[config.mk]
export PLATFORM = sky130hd
export DESIGN_NAME = acc_cpu
export DESIGN_NICKNAME = d
export VERILOG_FILES = /design/src/rtl/acc_cpu_pkg.sv /design/src/rtl/acc_cpu_reg.sv /design/src/rtl/acc_cpu_ram.sv /design/src/rtl/acc_cpu_alu.sv /design/src/rtl/acc_cpu_ctrl.sv /design/src/rtl/acc_cpu.sv
export SDC_FILE = /design/constraint.sdc
export NUM_CORES = 1
export LEC_CHECK = 0
export ABC_AREA = 0
export BUFFER_PORTS_ARGS = -buffer_cell sky130_fd_sc_hd__buf_2
export CAP_MARGIN = 10
export CORE_AREA = 2 2 126 128
export DETAILED_ROUTE_END_ITERATION = 10
export DIE_AREA = 0 0 128 130
export GPL_ROUTABILITY_DRIVEN = 0
export PLACE_DENSITY = 0.65
export REMOVE_ABC_BUFFERS = 1
export SETUP_SLACK_MARGIN = 0.02
export SLEW_MARGIN = 5
export SYNTH_ARGS = -nofsm -noshare
export SYNTH_HDL_FRONTEND = slang
export SYNTH_SLANG_ARGS = --single-unit
[constraint.sdc]
create_clock -name clk -period 5.9 [get_ports clk]
set_input_delay 0.59 -clock clk [delete_from_list [all_inputs] [get_ports clk]]
set_output_delay 0.59 -clock clk [all_outputs]
set_load 0.05 [all_outputs]
[src/rtl/acc_cpu_pkg.sv]
package acc_cpu_pkg;

   localparam int NUM_PHASES = 6;
   localparam int PH_W       = $clog2(NUM_PHASES);

   localparam logic [PH_W-1:0] PH_ADDR  = PH_W'(0);
   localparam logic [PH_W-1:0] PH_INC   = PH_W'(1);
   localparam logic [PH_W-1:0] PH_FETCH = PH_W'(2);
   localparam logic [PH_W-1:0] PH_EX1   = PH_W'(3);
   localparam logic [PH_W-1:0] PH_EX2   = PH_W'(4);
   localparam logic [PH_W-1:0] PH_EX3   = PH_W'(5);

   localparam logic [3:0] OPC_LOAD = 4'h0;
   localparam logic [3:0] OPC_ADD  = 4'h1;
   localparam logic [3:0] OPC_SUB  = 4'h2;
   localparam logic [3:0] OPC_SHOW = 4'hE;
   localparam logic [3:0] OPC_STOP = 4'hF;

   typedef struct packed {
      logic pc;
      logic mem;
      logic ins;
      logic acc;
      logic alu;
   } bus_src_t;

   typedef struct packed {
      bus_src_t src;
      logic     ld_mar;
      logic     ld_ir;
      logic     ld_acc;
      logic     ld_opnd;
      logic     ld_res;
      logic     inc_pc;
      logic     sub;
      logic     set_halt;
   } ctrl_word_t;

endpackage

[src/rtl/acc_cpu_reg.sv]
module acc_cpu_reg #(
   parameter int W = 8
) (
   input  logic         clk,
   input  logic         rst,
   input  logic         en,
   input  logic [W-1:0] d,
   output logic [W-1:0] q
);
   always_ff @(posedge clk) begin
      if (rst)     q <= '0;
      else if (en) q <= d;
   end
endmodule

[src/rtl/acc_cpu_ram.sv]
module acc_cpu_ram #(
   parameter int DATA_W = 8,
   parameter int ADDR_W = 4
) (
   input  logic              clk,
   input  logic              we,
   input  logic [ADDR_W-1:0] waddr,
   input  logic [DATA_W-1:0] wdata,
   input  logic [ADDR_W-1:0] raddr,
   output logic [DATA_W-1:0] rdata
);
   localparam int DEPTH = 1 << ADDR_W;

   logic [DATA_W-1:0] cells [DEPTH];

   always_ff @(posedge clk) begin
      if (we) cells[waddr] <= wdata;
   end

   assign rdata = cells[raddr];
endmodule

[src/rtl/acc_cpu_alu.sv]
module acc_cpu_alu #(
   parameter int W    = 8,
   parameter int IMPL = 0
) (
   input  logic [W-1:0] a,
   input  logic [W-1:0] b,
   input  logic         sub,
   output logic [W-1:0] y
);
   logic [W-1:0] b_eff;
   assign b_eff = sub ? ~b : b;

   generate
      if (IMPL == 0) begin : g_behav
         assign y = a + b_eff + W'(sub);
      end else begin : g_ripple
         logic [W-1:0] carry;
         assign carry[0] = sub;
         for (genvar i = 0; i < W; i++) begin : g_bit
            assign y[i] = a[i] ^ b_eff[i] ^ carry[i];
            if (i < W - 1) begin : g_cy
               assign carry[i+1] = (a[i] & b_eff[i]) | (carry[i] & (a[i] ^ b_eff[i]));
            end
         end
      end
   endgenerate
endmodule

[src/rtl/acc_cpu_ctrl.sv]
module acc_cpu_ctrl
   import acc_cpu_pkg::*;
#(
   parameter int OP_W = 4
) (
   input  logic            clk,
   input  logic            rst,
   input  logic [OP_W-1:0] opcode,
   output logic [PH_W-1:0] phase,
   output logic            halted,
   output ctrl_word_t      cw
);
   logic [PH_W-1:0] phase_q;
   logic            halted_q;
   logic            is_mem_op;

   assign is_mem_op = (opcode == OPC_LOAD) || (opcode == OPC_ADD) || (opcode == OPC_SUB);

   always_ff @(posedge clk) begin
      if (rst) begin
         phase_q  <= '0;
         halted_q <= 1'b0;
      end else if (!halted_q) begin
         phase_q  <= (phase_q == PH_W'(NUM_PHASES - 1)) ? '0 : phase_q + 1'b1;
         if (cw.set_halt) halted_q <= 1'b1;
      end
   end

   always_comb begin
      cw = '0;
      if (!halted_q) begin
         unique case (phase_q)
            PH_ADDR: begin
               cw.src.pc = 1'b1;
               cw.ld_mar = 1'b1;
            end
            PH_INC: cw.inc_pc = 1'b1;
            PH_FETCH: begin
               cw.src.mem = 1'b1;
               cw.ld_ir   = 1'b1;
            end
            PH_EX1: begin
               if (is_mem_op) begin
                  cw.src.ins = 1'b1;
                  cw.ld_mar  = 1'b1;
               end else if (opcode == OPC_SHOW) begin
                  cw.src.acc = 1'b1;
                  cw.ld_res  = 1'b1;
               end else if (opcode == OPC_STOP) begin
                  cw.set_halt = 1'b1;
               end
            end
            PH_EX2: begin
               if (opcode == OPC_LOAD) begin
                  cw.src.mem = 1'b1;
                  cw.ld_acc  = 1'b1;
               end else if (opcode == OPC_ADD || opcode == OPC_SUB) begin
                  cw.src.mem  = 1'b1;
                  cw.ld_opnd  = 1'b1;
               end
            end
            PH_EX3: begin
               if (opcode == OPC_ADD || opcode == OPC_SUB) begin
                  cw.src.alu = 1'b1;
                  cw.ld_acc  = 1'b1;
                  cw.sub     = (opcode == OPC_SUB);
               end
            end
            default: cw = '0;
         endcase
      end
   end

   assign phase  = phase_q;
   assign halted = halted_q;
endmodule

[src/rtl/acc_cpu.sv]
module acc_cpu
   import acc_cpu_pkg::*;
#(
   parameter int DATA_W   = 8,
   parameter int ADDR_W   = 4,
   parameter int OP_W     = 4,
   parameter int ALU_IMPL = 0
) (
   input  logic              clk,
   input  logic              rst,
   input  logic              load_we,
   input  logic [ADDR_W-1:0] load_addr,
   input  logic [DATA_W-1:0] load_data,
   output logic [DATA_W-1:0] out_value,
   output logic              halted
);
   generate
      if (OP_W != 4) begin : g_bad_op
         $error("acc_cpu: OP_W must be 4 to match the operation codes");
      end
      if (DATA_W != OP_W + ADDR_W) begin : g_bad_width
         $error("acc_cpu: DATA_W must equal OP_W + ADDR_W");
      end
      if (ALU_IMPL < 0 || ALU_IMPL > 1) begin : g_bad_alu
         $error("acc_cpu: ALU_IMPL must be 0 or 1");
      end
   endgenerate

   ctrl_word_t        cw;
   bus_src_t          bus_src;
   logic [PH_W-1:0]   phase;
   logic [DATA_W-1:0] bus;
   logic [ADDR_W-1:0] pc_q;
   logic [ADDR_W-1:0] mar_q;
   logic [DATA_W-1:0] ir_q;
   logic [DATA_W-1:0] acc_q;
   logic [DATA_W-1:0] opnd_q;
   logic [DATA_W-1:0] res_q;
   logic [DATA_W-1:0] mem_rd;
   logic [DATA_W-1:0] alu_y;

   assign bus_src = cw.src;

   acc_cpu_ctrl #(.OP_W(OP_W)) u_ctrl (
      .clk    (clk),
      .rst    (rst),
      .opcode (ir_q[DATA_W-1 -: OP_W]),
      .phase  (phase),
      .halted (halted),
      .cw     (cw)
   );

   always_ff @(posedge clk) begin
      if (rst)            pc_q <= '0;
      else if (cw.inc_pc) pc_q <= pc_q + 1'b1;
   end

   always_comb begin
      bus = '0;
      if (cw.src.pc)  bus = DATA_W'(pc_q);
      if (cw.src.mem) bus = mem_rd;
      if (cw.src.ins) bus = DATA_W'(ir_q[ADDR_W-1:0]);
      if (cw.src.acc) bus = acc_q;
      if (cw.src.alu) bus = alu_y;
   end

   acc_cpu_reg #(.W(ADDR_W)) u_mar (
      .clk(clk), .rst(rst), .en(cw.ld_mar), .d(bus[ADDR_W-1:0]), .q(mar_q));
   acc_cpu_reg #(.W(DATA_W)) u_ir (
      .clk(clk), .rst(rst), .en(cw.ld_ir), .d(bus), .q(ir_q));
   acc_cpu_reg #(.W(DATA_W)) u_acc (
      .clk(clk), .rst(rst), .en(cw.ld_acc), .d(bus), .q(acc_q));
   acc_cpu_reg #(.W(DATA_W)) u_opnd (
      .clk(clk), .rst(rst), .en(cw.ld_opnd), .d(bus), .q(opnd_q));
   acc_cpu_reg #(.W(DATA_W)) u_res (
      .clk(clk), .rst(rst), .en(cw.ld_res), .d(bus), .q(res_q));

   acc_cpu_ram #(.DATA_W(DATA_W), .ADDR_W(ADDR_W)) u_ram (
      .clk   (clk),
      .we    (rst & load_we),
      .waddr (load_addr),
      .wdata (load_data),
      .raddr (mar_q),
      .rdata (mem_rd)
   );

   acc_cpu_alu #(.W(DATA_W), .IMPL(ALU_IMPL)) u_alu (
      .a   (acc_q),
      .b   (opnd_q),
      .sub (cw.sub),
      .y   (alu_y)
   );

   assign out_value = res_q;
endmodule

Yosys cells after proc, flatten, opt, wreduce, memory -nomap -nowiden --
Memories as Yosys holds them, arrays and structs flattened. A register that Yosys moved wholly into a read port is not among the register bits. Index checks and enable logic that the tools add are counted.
Storage, ports and cells: bits in registers 44, bits in latches 0, bits in writable memories 128, ROM bits 0, output and inout port bits 9, memories 1
Memories:
- u_ram.cells | depth 16, width 8, rd ports 1, clocked after memory_dff 1, write ports 1, RTL line acc_cpu_ram.sv:14 | logic [DATA_W-1:0] cells [DEPTH];
Cells by class: add/subtract/negate cells 4, $mul 0, divide/modulo/power cells 0, order comparisons 0, equal/unequal tests 9, shift-type cells 0, multiplexer cells 37, bitwise operators 2, reduce and logical (&&, ||, !) cells 5
Operators by type and width (count):
- $mux 8 | 5
- $mux 1 | 23
- $mux 13 | 1
- $mux 4 | 3
- $add 8x1->8 | 1
- $add 8x8->8 | 1
- $eq 4x4->1 const B | 2
- $not 8->8 | 1
- $eq 3x2->1 const B | 2
- $eq 3x3->1 const B | 2
- $pmux 1 s2 | 3
- $add 4x1->4 const B | 1
- $eq 4x1->1 const B | 1
- $eq 4x2->1 const B | 1
- $logic_not 4->1 | 1
- $add 3x1->3 const B | 1
- $eq 3x1->1 const B | 1
- $logic_not 3->1 | 1
- $logic_or 1x1->1 | 3
- $mux 3 | 1
- $mux 2 | 1
- $and 1x1->1 | 1

Longest topological paths before layout --
Gate-level depths: netlist (run 1).
depth in word-level cells 13, gate-level depth with buffers 12

Modules after synthesis --
From an unflattened synthesis (run 1), not the netlist that was laid out.
Second synthesis, totals: cell total of the unflattened synthesis 491, area total of the unflattened synthesis 7494.7 µm²
Modules (own cells, without submodules):
- acc_cpu_ram | instances 1, cells each 221, area each 4987.3 µm², sequential area each 3843.7 µm²
- acc_cpu_reg at u_acc ... | instances 4, cells each 26, area each 285.3 µm², sequential area each 160.2 µm²
- acc_cpu | instances 1, cells each 60, area each 444.2 µm², sequential area each 80.1 µm²
- acc_cpu_alu | instances 1, cells each 47, area each 394.1 µm², sequential area each 0.0 µm²
- acc_cpu_ctrl | instances 1, cells each 46, area each 387.9 µm², sequential area each 80.1 µm²
- acc_cpu_reg at u_mar | instances 1, cells each 13, area each 140.1 µm², sequential area each 80.1 µm²

Worst setup path after synthesis (run 1) --
OpenSTA, ideal clock, no wires.
kind flip-flop to flip-flop, start register u_ir.q[4], end register u_ir.q[7], setup time 0.091 ns, data arrival time 2.834 ns, data required time 5.809 ns, setup slack 2.975 ns, cell stages (with the launch flop) 13, buffers on the path 2, period minus slack after synthesis 2.925 ns, cells stage by stage dfxtp_1 buf_6 or4b_4 or2_1 buf_6 xnor2_1 ha_1 nand4_1 o221ai_1 a211oi_1 xnor2_1 a22oi_2 a311oi_1
On the way: cells in the longest elaborated chain, start to end 10, elaborated cells between the ends (all ways) 25, classes of those cells add/sub: 2; eq/ne: 3; mux: 16; reduce/logical: 4
RTL lines:
- start, declared | RTL line acc_cpu_reg.sv:8 | output logic [W-1:0] q
- start signal, assigned | RTL line acc_cpu_reg.sv:11 | if (rst) q <= '0;
- start signal, assigned | RTL line acc_cpu_reg.sv:12 | else if (en) q <= d;
- $eq 4x1->1 / $eq 4x2->1 (equally long branches) | RTL line acc_cpu_ctrl.sv:17, acc_cpu_ctrl.sv:57, acc_cpu_ctrl.sv:63
- $logic_or 1x1->1 | RTL line acc_cpu_ctrl.sv:57, acc_cpu_ctrl.sv:63
- $mux 1 | RTL line acc_cpu_ctrl.sv:57, acc_cpu_ctrl.sv:63
- $mux 1 | RTL line acc_cpu_ctrl.sv:54 | if (opcode == OPC_LOAD) begin
- $pmux 1 s2 | RTL line acc_cpu_ctrl.sv:32 | unique case (phase_q)
- $mux 13 * | RTL line acc_cpu_ctrl.sv:31 | if (!halted_q) begin
- parallel branches: the longest is 3 deep, another holds $add 8x8->8
- $mux 8 * | RTL line acc_cpu.sv:64 | if (cw.src.alu) bus = alu_y;
Mark *: on every way between the ends. A chain may end at the register's enable or synchronous reset.

Final worst setup path (run 1) --
start register u_ir.q[5], end register u_ir.q[7]
Same word-level chain as after synthesis.

==> results of run 1 <==
==> cell families after synthesis <==
logic type	after synthesis	synth area share
DFF	176	0.643
and+or+nand+nor	162	0.108
AOI/OAI and AO/OA	85	0.0802
muxes	37	0.108
buffers and inverters	24	0.0173
xor gates and xnor gates	18	0.0236
adders and majority gates	11	0.0194
==> cells in the mapped netlist, types with 5 or more instances <==
| master | instances | area share |
|---|---|---|
| mux4_2 | 35 | 0.11 |
| a21oi_1 | 27 | 0.018 |
| xnor2_1 | 10 | 0.012 |
| nor2b_1 | 5 | 0.0042 |
| nand2b_1 | 7 | 0.0059 |
| xor2_1 | 7 | 0.0082 |
| nor3_1 | 12 | 0.0080 |
| edfxtp_1 | 128 | 0.51 |
| and2_1 | 6 | 0.0050 |
| nand2_1 | 50 | 0.025 |
| a211oi_1 | 13 | 0.013 |
| clkbuf_1 | 11 | 0.0055 |
| nor2_1 | 50 | 0.025 |
| dfxtp_1 | 48 | 0.13 |
| a22oi_1 | 10 | 0.010 |
| ha_1 | 10 | 0.017 |
==> registers in the layout, summed over array words and instances (netlist names), named ones only <==
| name | count |
|---|---|
| u_ram.cells | 128 |
| u_acc.q | 8 |
| u_ir.q | 8 |
| u_opnd.q | 8 |
| u_res.q | 8 |
| pc_q | 4 |
| u_mar.q | 4 |
| u_ctrl.phase | 3 |
| u_ctrl.halted | 1 |
==> where the power goes <==
group | total [mW] | switching, mW | internal, mW
Combinational | 0.254 | 0.142 | 0.112
Clock | 1.14 | 0.502 | 0.640
Sequential | 1.38 | 0.0255 | 1.35
==> metal layers <==
metal  vias up  GRT usage  wire length (um)
li1       2046          -                 -
met1      2262      0.256              6750
met2       112      0.347              8080
met3        20     0.0488               640
met4         0     0.0575               209
met5         -          0                 0
==> per-stage QoR <==
step,hold slack [ns],util
finish,0.451,0.542
global route,0.473,0.542
CTS,0.454,0.542
detailed placement,0.445,0.504
global placement,0.442,0.504
floorplan,0.426,-
==> layout make-up <==
type | count | area [um^2] | area share
tap | 192 | 240 | 0.0287
clock inverter | 13 | 164 | 0.0196
multi-input combinational | 313 | 2550 | 0.305
clock buffer | 18 | 429 | 0.0513
sequential | 176 | 4810 | 0.575
inverter | 2 | 7.51 | 0.000898
timing repair buffer | 30 | 168 | 0.0201
==> worst min-delay path, stage by stage, from the launching register on <==
cell and delay (ns):
dfxtp_1 0.31, nand2_1 0.05, a21oi_1 0.05
==> final timing paths <==
check	endpoint	from	slack [ns]
worst max-delay path	u_ir.q[7]$_SDFFE_PP0P_	u_ir.q[5]$_SDFFE_PP0P_	2.45
worst min-delay path	u_res.q[7]$_SDFFE_PP0P_	u_res.q[7]$_SDFFE_PP0P_	0.45
worst max register to register	u_ir.q[7]$_SDFFE_PP0P_	u_ir.q[5]$_SDFFE_PP0P_	2.45
worst min register to register	u_res.q[7]$_SDFFE_PP0P_	u_res.q[7]$_SDFFE_PP0P_	0.45
==> key figures, run 1 <==
Run status
  • Status: finished clean

Placed design
  • Port Buffers: 23
  • Placed instance area: 7770 um^2
  • Hpwl dp: 10,300 um
  • Pre-CTS setup slack: 2.50 ns
  • Number of placed instances with taps included: about 710

Final layout
  • # diodes: 0
  • Fillers: 1,293
  • Final net count: between 500 and 600
  • Layout area overhead: 11.9%
  • Most frequent cells in the layout: 128 x edfxtp_1, 50 x nand2_1, 50 x nor2_1
  • Final Cell Area: between 8000 and 9000 um^2
  • Fin cells: 744
  • Most common cell after layout, fill and taps aside: edfxtp_1
  • Share of post-route cells with drive strength above 1: 0.201

Timing
  • Fin. max-slew vios: 0
  • Clock Skew: 0.0108 ns
  • RSZ-0062 raised after global routing: no
  • Finish-stage setup viols: 0
  • Setup_tns: 0 ns
  • Worst-margin pin slew: ~1 ns
  • Highest Clock Rate: 289 MHz
  • Final period demand of the worst path: 3.45 ns
  • Fin crit share: 0.586
  • Max transition margin: 0.326
  • Worst setup margin: 2.45 ns
  • Hold Vio Cnt, Final: 0

Floorplan
  • Die Y: 130 um
  • Overall die width: 128 um
  • # IOs: 24
  • Initial Util: 0.484
  • Die area: 16,600 um^2
  • Core area: 15,400 um^2
  • Cell row count: 46

Drt
  • Total number of vias: 4,440
  • Post-DR vias/cell: 5.97
  • 1st-iter DRT viols: 413
  • Final wirelength: 15,700 um
  • Drt pass-1 iters: 6
  • Antenna-violating nets left: 0
  • Wire length per cell: 21.1 um
  • Detailed-route DRC error count: 0

Critical path
  • WP buf/inv: 0
  • Crit path max fanout: 8
  • Crit. End Element: flip-flop
  • Worst reg-to-reg path cell count: 10
  • CP required: 6.24 ns
  • CP delay by family, top: compound AO/OA/AOI/OAI gates
  • Stages on worst setup path: 10
  • Crit-path most repeated cell: xnor2_1
  • Largest stage delay on the critical path: 0.54 ns
  • Critical Path AT: 3.80 ns
  • Setup CP Type: reg -> reg
  • Crit-path cells: or4b_4, or2_1, xnor2_1, ha_1, a21oi_1, o221ai_1, a211oi_1, xnor2_1, a22oi_2, a311oi_1
  • CP max stage cell: or4b_4
  • Crit start category: flip-flop

Clock network
  • CTS tree: yes
  • # resized after CTS: 0
  • Worst-Skew Late Latency: 0.43 ns
  • Setup Buffers After CTS: 0
  • Clk sinks: 176
  • Clock transition at path regs: 0.07 ns
  • CTS buffer count: 17
  • Root buf cell: clkbuf_16
  • CTS H-tree lvls: 4
  • Cts-stage hold buffer count: 0
  • Max Root-Sink Buffers: 2

Synth
  • Async set-reset flop share out of synthesis: 0
  • Sequential element share of the synthesized area: 0.643
  • Post-synth EDFFs: 128
  • Synth Warn #: 0
  • Synth cell types: 59
  • Cells after Synth: approximately 510
  • Synthesized area: ~7500 um^2
  • FF+latch count, synth: 176
  • Primary FF master, synth: edfxtp_1
  • Mean area per synthesized cell: between 10 and 15 um^2

Global routing
  • Grt total ovfl: 0
  • Global-route wire length before repair: 24,400 um
  • Initial antenna violation count: 0
  • Tot GR Track Use: 0.201
  • Largest net degree at the start of global routing: 49
  • Vias in the first global route: about 4,300

Pwr
  • P per Cell Area: 332 nW/um^2
  • Total Power: roughly 2.8 mW
  • Leakage: 2.79 nW
  • Max VDD drop: 211 uV

Min path
  • Worst hold path type: reg -> reg
  • Worst Hold Depth: 2

Run
  • MaxCap Viol Count: 0
No activity file was read; power rests on OpenSTA's default activity.
==> run 2: changes to the inputs <==
PLACE_DENSITY = 0.68   (was 0.65)
clock period = 2.9 ns   (was 5.9 ns; I/O delays follow)
==> key figures, run 2 (synthesis results as in run 1) <==
Timing
  • Max transition margin: 0.349 (was 0.326)
  • Hold WS: 0.235 ns (was 0.451 ns)
  • Fin crit share: 1.01 (was 0.586)
  • Fin. max-slew vios: 0 (unchanged)
  • Worst setup margin: -0.0286 ns (was 2.45 ns)
  • Hold Vio Cnt, Final: 0 (unchanged)
  • RSZ-0062 raised after global routing: yes (was no)
  • Clock Skew: 0.0106 ns (was 0.0108 ns)
  • Finish-stage setup viols: 1 (was 0)
  • Highest Clock Rate: 341 MHz (was 289 MHz)
  • Worst-margin pin slew: 0.969 ns (was 1.01 ns)
  • Final period demand of the worst path: 2.93 ns (was 3.45 ns)

Floorplan
  • Core area: 15,400 um^2 (unchanged)
  • # IOs: 24 (unchanged)
  • Initial Util: 0.484 (unchanged)
  • Die area: 16,600 um^2 (unchanged)
  • Overall die width: 128 um (unchanged)
  • Die Y: 130 um (unchanged)
  • Cell row count: 46 (unchanged)

Final layout
  • Max reg flops: 128 (unchanged)
  • Most frequent cells in the layout: 128 x edfxtp_1, 50 x nand2_1, 50 x nor2_1 (unchanged)
  • # diodes: 0 (unchanged)
  • Largest Register: u_ram.cells (unchanged)
  • Final Cell Area: 8760 um^2 (was 8360 um^2)
  • Most common cell after layout, fill and taps aside: edfxtp_1 (unchanged)
  • Layout area overhead: 17.3% (was 11.9%)
  • Share of post-route cells with drive strength above 1: 0.278 (was 0.201)
  • Final net count: 595 (was 566)

Pwr
  • Max VDD drop: 512 uV (was 211 uV)
  • Leakage: 2.98 nW (was 2.79 nW)
  • P per Cell Area: 638 nW/um^2 (was 332 nW/um^2)
  • Total Power: 5.59 mW (was 2.77 mW)

Drt
  • Total number of vias: 4,563 (was 4,440)
  • Drt pass-1 iters: 5 (was 6)
  • Detailed-route DRC error count: 0 (unchanged)
  • Antenna-violating nets left: 0 (unchanged)
  • 1st-iter DRT viols: 333 (was 413)
  • Post-DR vias/cell: 5.90 (was 5.97)
  • Final wirelength: 15,800 um (was 15,700 um)
  • Wire length per cell: 20.4 um (was 21.1 um)

Clock network
  • Max Root-Sink Buffers: 2 (unchanged)
  • CTS buffer count: 17 (unchanged)
  • Clk sinks: 176 (unchanged)
  • Root buf cell: clkbuf_16 (unchanged)
  • Worst-Skew Late Latency: 0.43 ns (about the same)
  • Clock transition at path regs: 0.07 ns (about the same)
  • CTS tree: yes (unchanged)
  • CTS H-tree lvls: 4 (unchanged)

Global routing
  • Largest net degree at the start of global routing: 46 (was 49)
  • Tot GR Track Use: 0.200 (was 0.201)
  • Global-route wire length before repair: 24,700 um (was 24,400 um)
  • Vias in the first global route: 4,446 (was 4,290)
  • Initial antenna violation count: 0 (unchanged)
  • Grt total ovfl: 0 (unchanged)

Critical path
  • CP required: 3.23 ns (was 6.24 ns)
  • Crit. End Element: flip-flop (unchanged)
  • Critical Path AT: 3.26 ns (was 3.80 ns)
  • Crit path max fanout: 5 (was 8)
  • CP endpoint: u_ir.q[7]$_SDFFE_PP0P_ (unchanged)
  • Crit start category: flip-flop (unchanged)
  • Worst flop-to-flop path startpoint: u_ir.q[7]$_SDFFE_PP0P_ (was u_ir.q[5]$_SDFFE_PP0P_)
  • Reg2reg setup slack: -0.03 ns (was 2.45 ns)
  • Critical Path Start: u_ir.q[7]$_SDFFE_PP0P_ (was u_ir.q[5]$_SDFFE_PP0P_)
  • Setup CP Type: reg -> reg (unchanged)
  • Reg2Reg Capture Point: u_ir.q[7]$_SDFFE_PP0P_ (unchanged)
  • Worst reg-to-reg path cell count: 10 (unchanged)

Placed design
  • Hpwl dp: 10,900 um (was 10,300 um)
  • Port Buffers: 23 (unchanged)
  • Placed instance area: 7990 um^2 (was 7770 um^2)
  • Pre-CTS setup slack: -0.168 ns (was 2.50 ns)

Min path
  • Worst hold path type: in -> reg (was reg -> reg)

Run
  • MaxCap Viol Count: 0 (unchanged)

Run status
  • Status: finished, violations left (was finished clean)
  • Failing checks: setup timing
==> run 2: changes by cell type in the layout (fill, tap and decap cells not counted), sizes merged <==
| cell | before | now |
|---|---|---|
| bufinv | 2 | 1 |
| buf | 30 | 59 |
| clkinvlp | 0 | 1 |
| clkinv | 2 | 5 |
| inv | 11 | 9 |
==> run 2: timing repair <==
item / 4_1_cts / 5_1_grt
setup endpoints to repair: 9 / 9
hold buffers: 0 / 0
pin swaps: 0 / 6
buffers inserted: 0 / 1
resized for setup: 5 / 21
==> run 2: through the flow <==
| stage | utilization | setup TNS [ns] | std cells |
|---|---|---|---|
| floorplan | - | -1.71 | 491 |
| global placement | 0.518 | -0.0648 | 741 |
| detailed placement | 0.518 | -0.776 | 741 |
| CTS | 0.557 | 0 | 773 |
| global route | 0.568 | -0.500 | 774 |
| finish | 0.568 | -0.0286 | 774 |
==> run 2: power by group <==
group	leakage (nW)	internal, mW	switching, mW
sequential	1.54	2.75	0.0602
combinational	1.15	0.265	0.293
clock	0.282	1.21	1.01
==> run 2: layout make-up <==
class | count | area, um^2
fillers | 1213 | 6660
flip-flops and latches | 176 | 4810
well taps | 192 | 240
clock inverters | 14 | 149
repair buffers | 59 | 402
clock buffers | 18 | 429
inverters | 2 | 7.51
multi-input cells | 313 | 2730
==> run 2: worst min path at each step <==
| stage | from | endpoint | slack (ns) | depth (start not counted) |
|---|---|---|---|---|
| after floorplan | rst | u_ir.q[0]$_SDFFE_PP0P_ | 0.36 | 1 |
| after global placement | u_res.q[6]$_SDFFE_PP0P_ | u_res.q[6]$_SDFFE_PP0P_ | 0.44 | 2 |
| after detailed placement | u_res.q[4]$_SDFFE_PP0P_ | u_res.q[4]$_SDFFE_PP0P_ | 0.45 | 2 |
| after CTS | load_data[7] | u_ram.cells[15][7]$_DFFE_PP_ | 0.22 | 1 |
| after global routing | load_data[4] | u_ram.cells[14][4]$_DFFE_PP_ | 0.24 | 1 |
| final | load_data[7] | u_ram.cells[15][7]$_DFFE_PP_ | 0.23 | 1 |
==> run 2: critical path, stage by stage (launching register included) <==
cell	delay, ns
dfxtp_1	0.32
or4b_4	0.53
or2_4	0.33
xnor2_2	0.17
ha_4	0.30
nand4_1	0.17
o221ai_2	0.26
a211oi_2	0.11
xnor2_1	0.20
a22oi_2	0.11
a311oi_1	0.32
==> run 2: layer usage <==
layer | routed length, um | vias to the layer above | track usage | part of all wire
li1 | - | 2102 | - | -
met4 | 230 | 0 | 0.0705 | 0.015
met1 | 6670 | 2302 | 0.255 | 0.42
met2 | 8160 | 132 | 0.343 | 0.52
met3 | 730 | 27 | 0.0422 | 0.046
met5 | 0 | - | 0 | 0
==> run 3: changes to the inputs <==
PLACE_DENSITY = 0.65   (was 0.68)
clock period = 3.75 ns   (was 2.9 ns; I/O delays follow)
==> key figures, run 3 (synthesis results as in run 1) <==
Run
  • MaxCap Viol Count: 0 (unchanged)

Final layout
  • Final Cell Area: 8430 um^2 (was 8760 um^2)
  • Most frequent cells in the layout: 128 x edfxtp_1, 50 x nand2_1, 50 x nor2_1 (unchanged)
  • Fillers: 1,251 (was 1,213)
  • Largest Register: u_ram.cells (unchanged)
  • # diodes: 0 (unchanged)
  • Fin cells: 749 (was 774)
  • Layout area overhead: 12.8% (was 17.3%)
  • Final net count: 570 (was 595)
  • Share of post-route cells with drive strength above 1: 0.210 (was 0.278)
  • Max reg flops: 128 (unchanged)
  • Most common cell after layout, fill and taps aside: edfxtp_1 (unchanged)

Global routing
  • Tot GR Track Use: 0.206 (was 0.200)
  • Grt total ovfl: 0 (unchanged)
  • Vias in the first global route: 4,438 (was 4,446)
  • Initial antenna violation count: 0 (unchanged)
  • Largest net degree at the start of global routing: 46 (unchanged)
  • Global-route wire length before repair: 25,200 um (was 24,700 um)

Clock network
  • CTS buffer count: 17 (unchanged)
  • Clock transition at path regs: 0.07 ns (about the same)
  • # resized after CTS: 0 (was 5)
  • Max Root-Sink Buffers: 2 (unchanged)
  • Cts-stage hold buffer count: 0 (unchanged)
  • Root buf cell: clkbuf_16 (unchanged)
  • CTS tree: yes (unchanged)
  • Clk sinks: 176 (unchanged)
  • CTS H-tree lvls: 4 (unchanged)
  • Worst-Skew Late Latency: 0.43 ns (about the same)
  • Setup Buffers After CTS: 0 (unchanged)

Timing
  • Final period demand of the worst path: 3.38 ns (was 2.93 ns)
  • RSZ-0062 raised after global routing: no (was yes)
  • Finish-stage setup viols: 0 (was 1)
  • Fin. max-slew vios: 0 (unchanged)
  • Clock Skew: 0.0105 ns (was 0.0106 ns)
  • Worst setup margin: 0.369 ns (was -0.0286 ns)
  • Worst-margin pin slew: 1.06 ns (was 0.969 ns)
  • Fin crit share: 0.902 (was 1.01)
  • Setup_tns: 0 ns (was -0.0286 ns)
  • Hold WS: 0.321 ns (was 0.235 ns)
  • Hold Vio Cnt, Final: 0 (unchanged)
  • Highest Clock Rate: 296 MHz (was 341 MHz)
  • Max transition margin: 0.293 (was 0.349)

Placed design
  • Pre-CTS setup slack: 0.399 ns (was -0.168 ns)
  • Port Buffers: 23 (unchanged)
  • Placed instance area: 7810 um^2 (was 7990 um^2)
  • Hpwl dp: 10,700 um (was 10,900 um)
  • Number of placed instances with taps included: 717 (was 741)

Critical path
  • Crit path max fanout: 8 (was 5)
  • CP required: 4.08 ns (was 3.23 ns)
  • Crit start category: flip-flop (unchanged)
  • Reg2Reg Capture Point: u_acc.q[7]$_SDFFE_PP0P_ (was u_ir.q[7]$_SDFFE_PP0P_)
  • Critical Path Start: u_ir.q[5]$_SDFFE_PP0P_ (was u_ir.q[7]$_SDFFE_PP0P_)
  • CP delay by family, top: simple AND/OR/NAND/NOR gates (unchanged)
  • Worst reg-to-reg path cell count: 10 (unchanged)
  • Reg2reg setup slack: 0.37 ns (was -0.03 ns)
  • Setup CP Type: reg -> reg (unchanged)
  • WP buf/inv: 0 (unchanged)
  • Crit. End Element: flip-flop (unchanged)
  • Worst flop-to-flop path startpoint: u_ir.q[5]$_SDFFE_PP0P_ (was u_ir.q[7]$_SDFFE_PP0P_)
  • Critical Path AT: 3.71 ns (was 3.26 ns)
  • CP max stage cell: or4b_4 (unchanged)
  • Largest stage delay on the critical path: 0.53 ns (about the same)
  • Crit-path cells: or4b_4, or2_1, xnor2_1, ha_1, nand4_1, o221ai_1, a211oi_1, xnor2_1, a22oi_2, a211oi_1 (was or4b_4, or2_4, xnor2_2, ha_4, nand4_1, o221ai_2, a211oi_2, xnor2_1, a22oi_2, a311oi_1)

Pwr
  • Max VDD drop: 351 uV (was 512 uV)
  • Leakage: 2.82 nW (was 2.98 nW)
  • P per Cell Area: 519 nW/um^2 (was 638 nW/um^2)

Floorplan
  • # IOs: 24 (unchanged)
  • Overall die width: 128 um (unchanged)
  • Die area: 16,600 um^2 (unchanged)
  • Cell row count: 46 (unchanged)
  • Core area: 15,400 um^2 (unchanged)
  • Die Y: 130 um (unchanged)
  • Initial Util: 0.484 (unchanged)

Drt
  • Total number of vias: 4,447 (was 4,563)
  • Detailed-route DRC error count: 0 (unchanged)
  • Antenna-violating nets left: 0 (unchanged)
  • Post-DR vias/cell: 5.94 (was 5.90)
  • Drt pass-1 iters: 5 (unchanged)
  • 1st-iter DRT viols: 368 (was 333)
  • Wire length per cell: 21.3 um (was 20.4 um)
  • Final wirelength: 15,900 um (was 15,800 um)

Min path
  • WHS Endpoint: u_ram.cells[5][6]$_DFFE_PP_ (was u_ram.cells[15][7]$_DFFE_PP_)
  • Min-delay src: load_data[6] (was load_data[7])
  • Worst hold path type: in -> reg (unchanged)
  • Worst Hold Depth: 1 (unchanged)

Run status
  • Status: finished clean (was finished, violations left)
## run 3: cell count changes in the layout (fill, tap and decap cells not counted), sizes merged
cell	before	now
clkinv	5	9
clkbuf	18	17
clkinvlp	1	0
buf	59	34
inv	9	7
## run 3: cell type report
class,count,area [um^2],area share
clock buffers,17,425,0.0505
flip-flops and latches,176,4810,0.570
multi-input cells,313,2540,0.302
inverters,2,7.51,0.000891
well taps,192,240,0.0285
repair buffers,34,210,0.0249
clock inverters,15,194,0.0230
## run 3: worst max-delay path by stage
stage	end	slack [ns]	cells past startpoint
finish	u_acc.q[7]$_SDFFE_PP0P_	0.37	10
global route	u_acc.q[7]$_SDFFE_PP0P_	0.12	10
CTS	u_ir.q[4]$_SDFFE_PP0P_	0.38	9
detailed placement	u_ir.q[7]$_SDFFE_PP0P_	0.40	10
global placement	u_ir.q[4]$_SDFFE_PP0P_	0.53	9
floorplan	u_acc.q[6]$_SDFFE_PP0P_	0.57	10
## run 3: where the power goes
group / internal [mW] / switching [mW] / total, mW / leakage (nW)
sequential: 2.13 / 0.0573 / 2.18 / 1.54
clock: 0.962 / 0.833 / 1.79 / 0.302
combinational: 0.183 / 0.208 / 0.392 / 0.979
## run 3: worst register-to-register path, cell delays in order, from the launching register on
cell      delay, ns
dfxtp_1        0.48
or4b_4         0.53
or2_1          0.46
xnor2_1        0.23
ha_1           0.39
nand4_1        0.20
o221ai_1       0.31
a211oi_1       0.14
xnor2_1        0.20
a22oi_2        0.09
a211oi_1       0.27
## run 3: stage by stage
step	total power, mW	util
floorplan	2.47	-
global placement	2.61	0.506
detailed placement	2.61	0.506
CTS	4.41	0.546
global route	4.52	0.546
finish	4.37	0.546
## run 3: per-layer routing
metal	vias to the layer above	share of wire	GRT usage
met2	126	0.51	0.353
met1	2249	0.43	0.265
met3	23	0.037	0.0398
li1	2049	-	-
met5	-	0	0
met4	0	0.022	0.0718
